## src/rtl/gpio_pkg.sv

```systemverilog
`timescale 1ns/1ps
package gpio_pkg;
   localparam int ADDR_W = 3;
   typedef enum logic [ADDR_W-1:0] {
      REG_LATCH = 3'd0,
      REG_DIR   = 3'd1,
      REG_OD    = 3'd2,
      REG_PU    = 3'd3,
      REG_PINS  = 3'd4
   } gpio_reg_e;
endpackage

```

## src/rtl/gpio_sync.sv

```systemverilog
`timescale 1ns/1ps
module gpio_sync #(
   parameter int WIDTH  = 8,
   parameter int STAGES = 2
) (
   input  logic             clk,
   input  logic             rst_n,
   input  logic [WIDTH-1:0] din,
   output logic [WIDTH-1:0] dout
);
   logic [WIDTH-1:0] stage_q [STAGES];

   generate
      for (genvar s = 0; s < STAGES; s++) begin : g_stage
         if (s == 0) begin : g_first
            always_ff @(posedge clk or negedge rst_n) begin
               if (!rst_n) stage_q[0] <= '0;
               else        stage_q[0] <= din;
            end
         end else begin : g_next
            always_ff @(posedge clk or negedge rst_n) begin
               if (!rst_n) stage_q[s] <= '0;
               else        stage_q[s] <= stage_q[s-1];
            end
         end
      end
   endgenerate

   assign dout = stage_q[STAGES-1];
endmodule

```

## src/rtl/gpio_regs.sv

```systemverilog
`timescale 1ns/1ps
module gpio_regs
   import gpio_pkg::*;
#(
   parameter int WIDTH = 8
) (
   input  logic              clk,
   input  logic              rst_n,
   input  logic              wr_en,
   input  logic [ADDR_W-1:0] wr_addr,
   input  logic [WIDTH-1:0]  wr_data,
   input  logic [ADDR_W-1:0] rd_addr,
   input  logic [WIDTH-1:0]  pins_sync,
   output logic [WIDTH-1:0]  lat_q,
   output logic [WIDTH-1:0]  dir_q,
   output logic [WIDTH-1:0]  od_q,
   output logic [WIDTH-1:0]  pu_q,
   output logic [WIDTH-1:0]  rd_data
);
   always_ff @(posedge clk or negedge rst_n) begin
      if (!rst_n) begin
         lat_q <= '0;
         dir_q <= '0;
         od_q  <= '0;
         pu_q  <= '0;
      end else if (wr_en) begin
         case (wr_addr)
            REG_LATCH: lat_q <= wr_data;
            REG_DIR:   dir_q <= wr_data;
            REG_OD:    od_q  <= wr_data;
            REG_PU:    pu_q  <= wr_data;
            default:   ;
         endcase
      end
   end

   always_comb begin
      case (rd_addr)
         REG_LATCH: rd_data = lat_q;
         REG_DIR:   rd_data = dir_q;
         REG_OD:    rd_data = od_q;
         REG_PU:    rd_data = pu_q;
         REG_PINS:  rd_data = pins_sync;
         default:   rd_data = '0;
      endcase
   end

   // a write to a control register lands at the edge
   p_dir_write_lands_r2: assert property (@(posedge clk) disable iff (!rst_n)
      (wr_en && wr_addr == REG_DIR) |=> (dir_q == $past(wr_data)));
   p_latch_write_lands_r2: assert property (@(posedge clk) disable iff (!rst_n)
      (wr_en && wr_addr == REG_LATCH) |=> (lat_q == $past(wr_data)));
   // writes outside the register window change nothing
   p_bad_addr_ignored_r2: assert property (@(posedge clk) disable iff (!rst_n)
      (wr_en && wr_addr >= REG_PINS) |=>
         ($stable(lat_q) && $stable(dir_q) && $stable(od_q) && $stable(pu_q)));
endmodule

```

## src/rtl/gpio_pin_cell.sv

```systemverilog
`timescale 1ns/1ps
module gpio_pin_cell (
   input  logic lat_bit,
   input  logic dir_bit,
   input  logic od_bit,
   input  logic pu_bit,
   input  logic alt_sel,
   input  logic alt_out,
   input  logic pwm_en,
   input  logic pwm_val,
   input  logic kp_row,
   input  logic kp_col,
   input  logic col_drv,
   output logic oe,
   output logic dout,
   output logic pull
);
   logic eff_dir, eff_val, eff_od, eff_pu;

   always_comb begin
      eff_dir = dir_bit;
      eff_val = alt_sel ? (lat_bit & alt_out) : lat_bit;
      eff_od  = od_bit;
      eff_pu  = pu_bit;
      if (pwm_en) begin
         eff_dir = 1'b1;
         eff_val = pwm_val;
         eff_od  = 1'b0;
      end
      if (kp_row) begin
         eff_dir = 1'b0;
         eff_od  = 1'b0;
         eff_pu  = 1'b1;
      end else if (kp_col) begin
         eff_dir = 1'b1;
         eff_od  = 1'b1;
         eff_val = col_drv;
      end
      oe   = eff_dir & ~(eff_od & eff_val);
      dout = eff_val;
      pull = eff_pu;
   end
endmodule

```

## src/rtl/gpio_port.sv

```systemverilog
`timescale 1ns/1ps
module gpio_port
   import gpio_pkg::*;
#(
   parameter int WIDTH       = 8,
   parameter int SYNC_STAGES = 2,
   parameter int CNT_W       = (WIDTH > 1) ? $clog2(WIDTH) : 1
) (
   input  logic              clk,
   input  logic              rst_n,
   input  logic              wr_en,
   input  logic [ADDR_W-1:0] wr_addr,
   input  logic [WIDTH-1:0]  wr_data,
   input  logic [ADDR_W-1:0] rd_addr,
   output logic [WIDTH-1:0]  rd_data,
   input  logic [WIDTH-1:0]  pad_in,
   output logic [WIDTH-1:0]  pad_oe,
   output logic [WIDTH-1:0]  pad_do,
   output logic [WIDTH-1:0]  pad_pu,
   input  logic [WIDTH-1:0]  alt_sel,
   input  logic [WIDTH-1:0]  alt_out,
   input  logic [WIDTH-1:0]  pwm_en,
   input  logic [WIDTH-1:0]  pwm_val,
   input  logic              kp_en,
   input  logic              kp_col_mode,
   input  logic [CNT_W-1:0]  kp_col_last,
   input  logic [WIDTH-1:0]  kp_col_drv
);
   generate
      if (WIDTH < 1 || WIDTH > 32) begin : g_bad_width
         $error("gpio_port: WIDTH must be 1..32");
      end
      if (SYNC_STAGES < 2) begin : g_bad_sync
         $error("gpio_port: SYNC_STAGES must be at least 2");
      end
   endgenerate

   logic [WIDTH-1:0] lat_q, dir_q, od_q, pu_q, pins_sync, col_mask;
   logic             kp_row;

   gpio_sync #(.WIDTH(WIDTH), .STAGES(SYNC_STAGES)) u_sync (
      .clk(clk), .rst_n(rst_n), .din(pad_in), .dout(pins_sync)
   );

   gpio_regs #(.WIDTH(WIDTH)) u_regs (
      .clk(clk), .rst_n(rst_n), .wr_en(wr_en), .wr_addr(wr_addr),
      .wr_data(wr_data), .rd_addr(rd_addr), .pins_sync(pins_sync),
      .lat_q(lat_q), .dir_q(dir_q), .od_q(od_q), .pu_q(pu_q),
      .rd_data(rd_data)
   );

   assign kp_row = kp_en & ~kp_col_mode;

   generate
      for (genvar i = 0; i < WIDTH; i++) begin : g_pin
         localparam logic [CNT_W:0] IDX = (CNT_W+1)'(i);
         assign col_mask[i] = kp_en & kp_col_mode & (IDX <= {1'b0, kp_col_last});
         gpio_pin_cell u_cell (
            .lat_bit(lat_q[i]), .dir_bit(dir_q[i]), .od_bit(od_q[i]),
            .pu_bit(pu_q[i]), .alt_sel(alt_sel[i]), .alt_out(alt_out[i]),
            .pwm_en(pwm_en[i]), .pwm_val(pwm_val[i]), .kp_row(kp_row),
            .kp_col(col_mask[i]), .col_drv(kp_col_drv[i]),
            .oe(pad_oe[i]), .dout(pad_do[i]), .pull(pad_pu[i])
         );
      end
   endgenerate

   // input pins never drive
   p_input_no_drive_r4: assert property (@(posedge clk) disable iff (!rst_n)
      !kp_en |-> ((pad_oe & ~dir_q & ~pwm_en) == '0));
   // open-drain pins never drive a high level
   p_od_low_only_r6: assert property (@(posedge clk) disable iff (!rst_n)
      !kp_en |-> ((pad_oe & pad_do & od_q & ~pwm_en) == '0));
   // PWM forces push-pull drive of its level
   p_pwm_drives_r9: assert property (@(posedge clk) disable iff (!rst_n)
      !kp_en |-> (((pwm_en & ~pad_oe) == '0) && (((pad_do ^ pwm_val) & pwm_en) == '0)));
   // row mode makes every pin a pulled-up input
   p_row_inputs_r10: assert property (@(posedge clk) disable iff (!rst_n)
      (kp_en && !kp_col_mode) |-> ((pad_oe == '0) && (&pad_pu)));
   // column pins only pull low and carry the scanner level
   p_col_low_only_r11: assert property (@(posedge clk) disable iff (!rst_n)
      (kp_en && kp_col_mode) |->
         (((pad_oe & pad_do & col_mask) == '0) && (((pad_do ^ kp_col_drv) & col_mask) == '0)));
   // keypad beats PWM in row mode
   p_kp_beats_pwm_r12: assert property (@(posedge clk) disable iff (!rst_n)
      (kp_en && !kp_col_mode) |-> ((pad_oe & pwm_en) == '0));

   // synchronizer latency, checked once history since reset is long enough
   logic [1:0] settle_q;
   always_ff @(posedge clk or negedge rst_n) begin
      if (!rst_n)                settle_q <= '0;
      else if (settle_q != 2'd3) settle_q <= settle_q + 2'd1;
   end
   generate
      if (SYNC_STAGES == 2) begin : g_lat_chk
         p_sync_latency_r3: assert property (@(posedge clk) disable iff (!rst_n)
            (settle_q >= 2'd2) |-> (pins_sync == $past(pad_in, 2)));
      end
   endgenerate
endmodule

```

## config.mk

```make
export PLATFORM = sky130hd
export DESIGN_NAME = gpio_port
export DESIGN_NICKNAME = d
export VERILOG_FILES = /design/src/rtl/gpio_pkg.sv /design/src/rtl/gpio_sync.sv /design/src/rtl/gpio_regs.sv /design/src/rtl/gpio_pin_cell.sv /design/src/rtl/gpio_port.sv
export SDC_FILE = /design/constraint.sdc
export NUM_CORES = 1
export LEC_CHECK = 0
export BUFFER_PORTS_ARGS = -buffer_cell sky130_fd_sc_hd__buf_2
export CORE_AREA = 10 10 93 95
export CTS_CLUSTER_DIAMETER = 80
export CTS_CLUSTER_SIZE = 12
export DETAILED_ROUTE_END_ITERATION = 6
export DIE_AREA = 0 0 103 105
export PLACE_DENSITY = 0.76
export RECOVER_POWER = 50
export SYNTH_ARGS = -nofsm -noshare
export SYNTH_HDL_FRONTEND = slang
export SYNTH_SLANG_ARGS = --single-unit
```

## constraint.sdc

```tcl
create_clock -name clk -period 5.05 [get_ports clk]
set_input_delay 1.01 -clock clk [delete_from_list [all_inputs] [get_ports clk]]
set_output_delay 1.01 -clock clk [all_outputs]
set_load 0.05 [all_outputs]
```

==> out/metrics.yaml, run 1 <==
status: "complete, but fails checks"
violations: "capacitance limit, slew limit"
grt.total_usage_pct: 13.0
initial_core_util_pct: 40.8
tns_ps: 0
syn2layout_area_growth_pct: 16.3
start_kind: "input port"
grt_max_degree: 49
n_antenna_cell: 0
synthArstFlopShare_pct: 100
power_density_nw_per_um2: 344
synth_warnings: 0
hpwl_um: 5710
dpl_cell_area_um2: 3130
min_path_type: "reg2reg"
crit_top_cell: "buf_2"
power_frac_clock_pct: 19.0
cp.buffers_inverters: 2
slew_headroom_pct: -62.7
critical-path-top-delay-family: "multiplexers"
antenna_left: 0
synth_edf_count: 0
routedWlPerCell_um: 17.3
drive_above_1_share_pct: 41.1
p_seq_share_pct: 44.8
syn_area_per_cell_um2: 10.6
p_comb_share_pct: 36.2
ys_types: 41
cts_max_level: 2
cp_max_fo: 23
clock.fmax_mhz: 282
drt_pass1_iterations: 4
holdBufCountCts: 0
required_ps: 4040
cts_buffers: 5
finalCritPeriodShare_pct: 70.2
cpPeakStageDelay_ps: 580
gp_congestion: 0.855
postRouteWirelength_um: 7140
cp-end-kind: "output pin"
core_um2: 6760
cts_tree: "yes"
viasPerCell: 5.17
maxSlewViolCount: 49
critPathKind: "in2out"
antenna_found_initial: 0
post-cts-setup-buffer-count: 0
rsz0062_at_grt: "false"
ys.flop_type: "dfrtp_1"
p_leak_nw: 1.52
p_int_uw: 685
drcViolationCount: 0
total_power_mw: 1.10
swShare_pct: 37.9
syn_nets: 331
vias: 2135
syn-instance-count: 261
clockBufferDepth: 2
row_count: 30
clk_pin_slew_ps: 70
fin_worst_skew_ps: 0.456
critPathSlowestCell: "mux4_2"
seq_area_um2: 1200
clock-root-buffer: "clkbuf_8"
period_minus_slack_ps: 3550
io_pins: 102
insertion_delay_ps: 280
cp.arrival_ps: 2540
crit_chain: "buf_2 -> mux4_2 -> mux2_2 -> buf_2"
design_area_um2: 3210
hold_viol: 0
nFillCells: 645
tightest_slew_ps: 2440
dp_slack_ps: 1530
first_iter_violations: 94
cts_resized: 0
finalSetupViolCount: 0
grt_pass1_wl_um: 11400
die_h_um: 105
cts.sinks: 48
vdd_drop_max_mv: 0.176
yosysSeqAreaShare_pct: 43.6
syn_area_um2: 2760
fin_ws_ps: 1500
synth_seq_cells: 48
multiInputGateArea_um2: 1280
portBuffers: 101
die_w_um: 103
fin_nets: 403
p_switching_uw: 418
die_area_um2: 10800
grt-ovfl-total: 0
grt_pass1_vias: 2240
drv_cap: 1
flip-flops by register name (all words and copies together), names as in the netlist:
name and count:
u_regs.od_q 8, u_sync.stage_q 8, u_regs.pu_q 8, u_regs.dir_q 8, u_regs.lat_q 8, u_sync.dout 8
area by class of cell:
| type | instances | share of cell area, % |
|---|---|---|
| repair buffers | 102 | 15.8 |
| clock buffers | 5 | 2.15 |
| clock inverters | 2 | 0.390 |
| multi-input cells | 167 | 40.0 |
| inverters | 9 | 1.05 |
| well taps | 80 | 3.12 |
| flip-flops and latches | 48 | 37.5 |
logic make-up (layout without fill, tap and decap cells):
| kind of cell | after synthesis | in the layout | synth area share (%) |
|---|---|---|---|
| buffers and inverters | 46 | 118 | 10.1 |
| AND/OR/NAND/NOR | 71 | 71 | 14.9 |
| flip-flops | 48 | 48 | 43.6 |
| AO/OA/AOI/OAI | 52 | 52 | 13.7 |
| multiplexers | 44 | 44 | 17.7 |
placed cells by master (no fill, tap or decap), types with 2 or more instances in the layout:
cell type  count
o22ai_1        7
dfrtp_1       48
a211oi_1       2
buf_2         99
and4b_1        2
inv_1          9
nor2b_1        5
mux2i_1       15
clkbuf_8       5
mux2_2        28
o22a_1         8
o31a_1         3
a31oi_1        6
nand3b_1       3
a22oi_1        3
a21oi_1        2
nand3_1        2
o21ai_0        9
clkbuf_1       3
o311a_1        3
o31ai_1        3
nand2_1       24
nor2_1         7
nand4b_1       2
nand2b_1      18
path summary, 6_finish.rpt:
path                               startpoint            endpoint  slack (ps)  depth (start not counted)
setup / recovery                   rd_addr[1]          rd_data[7]        1500                          4
hold / removal             u_sync.stage_q[14]      u_sync.dout[6]         350                          0
setup reg to reg              u_regs.lat_q[4]     u_regs.lat_q[4]        4230                          1
hold reg to reg            u_sync.stage_q[14]      u_sync.dout[6]         350                          0
max in group asynchronous               rst_n  u_sync.stage_q[12]        2210                          1
min in group asynchronous               rst_n      u_regs.od_q[0]        1460                          1
per-layer routing:
| layer | global-route usage [%] | vias to the layer above | wire length (µm) |
|---|---|---|---|
| met3 | 4.61 | 2 | 668 |
| met4 | 2.49 | 0 | 25 |
| met2 | 22.2 | 66 | 3540 |
| met5 | 0 | - | 0 |
| met1 | 15.3 | 1007 | 2910 |
| li1 | - | 1060 | - |
Yosys cell counts (3+ instances only):
cell type	instances	area share, %
dfrtp_1	48	44
mux2_2	28	11
buf_4	26	7.1
nand2_1	24	3.3
nand2b_1	18	4.1
mux2i_1	15	5.4
inv_1	9	1.2
o21ai_0	9	1.6
o22a_1	8	2.5
nor2_1	7	0.95
o22ai_1	7	1.6
a31oi_1	6	1.4
buf_2	6	1.1
nor2b_1	5	1.1
clkbuf_1	4	0.54
a22oi_1	3	0.82
nand3b_1	3	0.82
o311a_1	3	1.1
o31a_1	3	0.95
o31ai_1	3	0.82
through the flow:
step	utilization (%)	hold WS, ps	std cells
CTS	47.5	353	413
floorplan	-	331	261
global placement	46.3	333	406
detailed placement	46.3	335	406
finish	47.4	351	413
global route	47.4	359	413
power by group through the flow:
stage	Combinational [mW]	Sequential (mW)	Clock, mW
after CTS	0.404	0.494	0.219
final	0.399	0.494	0.210
after global placement	0.397	0.499	0
after floorplan	0.342	0.483	0
after detailed placement	0.403	0.501	0
after global routing	0.432	0.505	0.234
Note: power is estimated with default switching activity, not from simulation.
==> run 2, diff against run 1 <==
ABC_AREA = 1   (was default)
CORE_AREA = 10 10 94 96   (was 10 10 93 95)
DIE_AREA = 0 0 104 106   (was 0 0 103 105)
PLACE_DENSITY = 0.75   (was 0.76)
clock period = 3.3 ns   (was 5.05 ns; I/O delays follow)
==> run 2 against run 1 <==
- the run now ends clean
- register-to-register slack lost 1700 ps
- synthesized cell count grew 49%
- global-route usage shrank 0.33 points
- routed wire length shrank 0.69%
- first-iteration DRC count grew 100%
- design area grew 1.0%
- total power grew 43%
- die area grew 1.9%
- clock-buffer cell count is the same
- via count grew 17%
- worst hold slack lost 1.6 ps
- critical path type unchanged
- largest cell class is now registers
- highest routed layer unchanged
==> out/metrics.yaml, run 2 <==
portBuffers: 101
r2r_start: "u_regs.dir_q[3]"
clock.fmax_mhz: 395
endpoint: "rd_data[5]"
hold_viol: 0
antenna_left: 0
netlist_top_cells_area: "dfrtp_1, nand2_1, o21ai_1"
clock-root-buffer: "clkbuf_8"
status: "finished, final reports clean"
mostFrequentLayoutCell: "nand2_1"
synth_common_cells: "nand2_1, dfrtp_1, inv_1"
busiest_layer: "met2"
drv_cap: 0
cts_max_level: 2
crit_cells: 7
finalSetupViolCount: 0
grt_pass1_wl_um: 11700
holdBufCountCts: 0
cts_resized: 0
gp_congestion: 0.824
hpwl_um: 5940
slew_headroom_pct: 33.9
die_h_um: 106
met3_usage_pct: 3.50
cts.sinks: 48
final_cell_mix: "nand2_1, buf_2, inv_1, dfrtp_1, o21ai_0"
grt_max_degree: 49
post-cts-setup-buffer-count: 0
cts_tree: "yes"
io_pins: 102
drive_above_1_share_pct: 26.5
ys.flop_type: "dfrtp_1"
clockBufferDepth: 2
antenna_found_initial: 0
die_w_um: 104
tightest_slew_ps: 992
syn_area_um2: 2770
row_count: 31
synthArstFlopShare_pct: 100
grt.total_usage_pct: 12.7
critical-path-top-delay-family: "simple AND/OR/NAND/NOR gates"
cp.arrival_ps: 1870
tns_ps: 0
reg2reg_to: "u_regs.dir_q[3]"
synth_seq_cells: 48
drt_pass1_iterations: 4
synth_top_area_cell: "dfrtp_1"
die_area_um2: 11000
synth_warnings: 0
grt-ovfl-total: 0
viasPerCell: 4.42
syn-instance-count: 388
period_minus_slack_ps: 2530
cp-end-kind: "output pin"
rrSetupSlack_ps: 2560
syn_area_per_cell_um2: 7.14
use_met2_pct: 20.3
crit_chain: "buf_2 -> nor3_2 -> nand2_1 -> nand2_1 -> nor2_1 -> nand2_1 -> buf_2"
crit_top_cell: "nand2_1"
syn2layout_area_growth_pct: 16.8
r2r_cells: 2
cp.buffers_inverters: 2
drcViolationCount: 0
synth_top_area_share_pct: 43.3
vias: 2494
initial_core_util_pct: 39.3
critPathKind: "in2out"
cp_max_fo: 8
startpoint: "rd_addr[0]"
fin_worst_skew_ps: 0.572
required_ps: 2640
cpPeakStageDelay_ps: 490
cts_buffers: 5
rsz0062_at_grt: "false"
fin_util_pct: 45.9
min_path_type: "reg2reg"
start_kind: "input port"
power_density_nw_per_um2: 486
core_um2: 7060
p_leak_nw: 1.87
syn_nets: 458
postRouteWirelength_um: 7090
first_iter_violations: 190
grt.met1_usage_pct: 16.4
critPathSlowestCell: "nor3_2"
routedWlPerCell_um: 12.6
fin_nets: 537
finalCritPeriodShare_pct: 76.7
clk_pin_slew_ps: 70
grt_pass1_vias: 2468
ys_types: 21
maxSlewViolCount: 0
yosysSeqAreaShare_pct: 43.3
n_antenna_cell: 0
insertion_delay_ps: 280
yosysMostFrequentCell: "nand2_1"
vdd_drop_max_mv: 0.258
synth_edf_count: 0
[run 2: cell types whose count changed in the layout (fill, tap and decap cells not counted), sizes merged, moves of 5 or more]
cell    before  now
o22ai        7    0
o22a         8    0
mux2        28    0
a31oi        6    0
nand3        2   22
o21ai        9   43
nand2       24  139
inv          9   59
a21oi        2   11
nor2         7   23
nand2b      18    0
mux2i       15    0
nor2b        5    0
[run 2: cell families after synthesis]
group                  share of synthesized area (%)
buffers and inverters                           15.3
AO/OA/AOI/OAI                                   9.75
AND/OR/NAND/NOR                                 31.6
flip-flops                                      43.3
[run 2: metal layers]
metal / vias to the layer above / part of all wire [%]
met5: - / 0
li1: 1335 / -
met3: 10 / 6.3
met2: 84 / 44
met1: 1065 / 48
met4: 0 / 1.1
[run 2: worst min path at each step]
stage	start	end	depth (start not counted)
6_report	u_sync.stage_q[10]	u_sync.dout[2]	0
5_1_grt	u_sync.stage_q[9]	u_sync.dout[1]	0
4_1_cts	u_sync.stage_q[12]	u_sync.dout[4]	0
3_5_place_dp	u_sync.stage_q[9]	u_sync.dout[1]	0
3_3_place_gp	u_sync.stage_q[8]	u_sync.dout[0]	0
2_1_floorplan	u_sync.stage_q[8]	u_sync.dout[0]	0
[run 2: cell type report]
type / count / area (µm²)
multi-input combinational: 252 / 1120
timing repair buffer: 101 / 505
clock buffer: 5 / 68.8
sequential: 48 / 1200
fill: 747 / 3820
tap: 99 / 124
inverter: 59 / 221
[run 2: power breakdown]
group          switching (mW)  internal (mW)
clock                   0.160          0.136
combinational           0.387          0.153
sequential             0.0668          0.672
total                   0.614          0.961
[run 2: per-stage QoR]
stage	setup WS, ps	hold WS, ps	total power, mW	cell area, µm²	cells
2_1_floorplan	1130	331	1.18	2770	388
3_3_place_gp	836	333	1.29	3200	559
3_5_place_dp	775	335	1.30	3200	559
4_1_cts	763	351	1.59	3270	564
5_1_grt	653	352	1.67	3240	564
6_report	770	349	1.57	3240	564
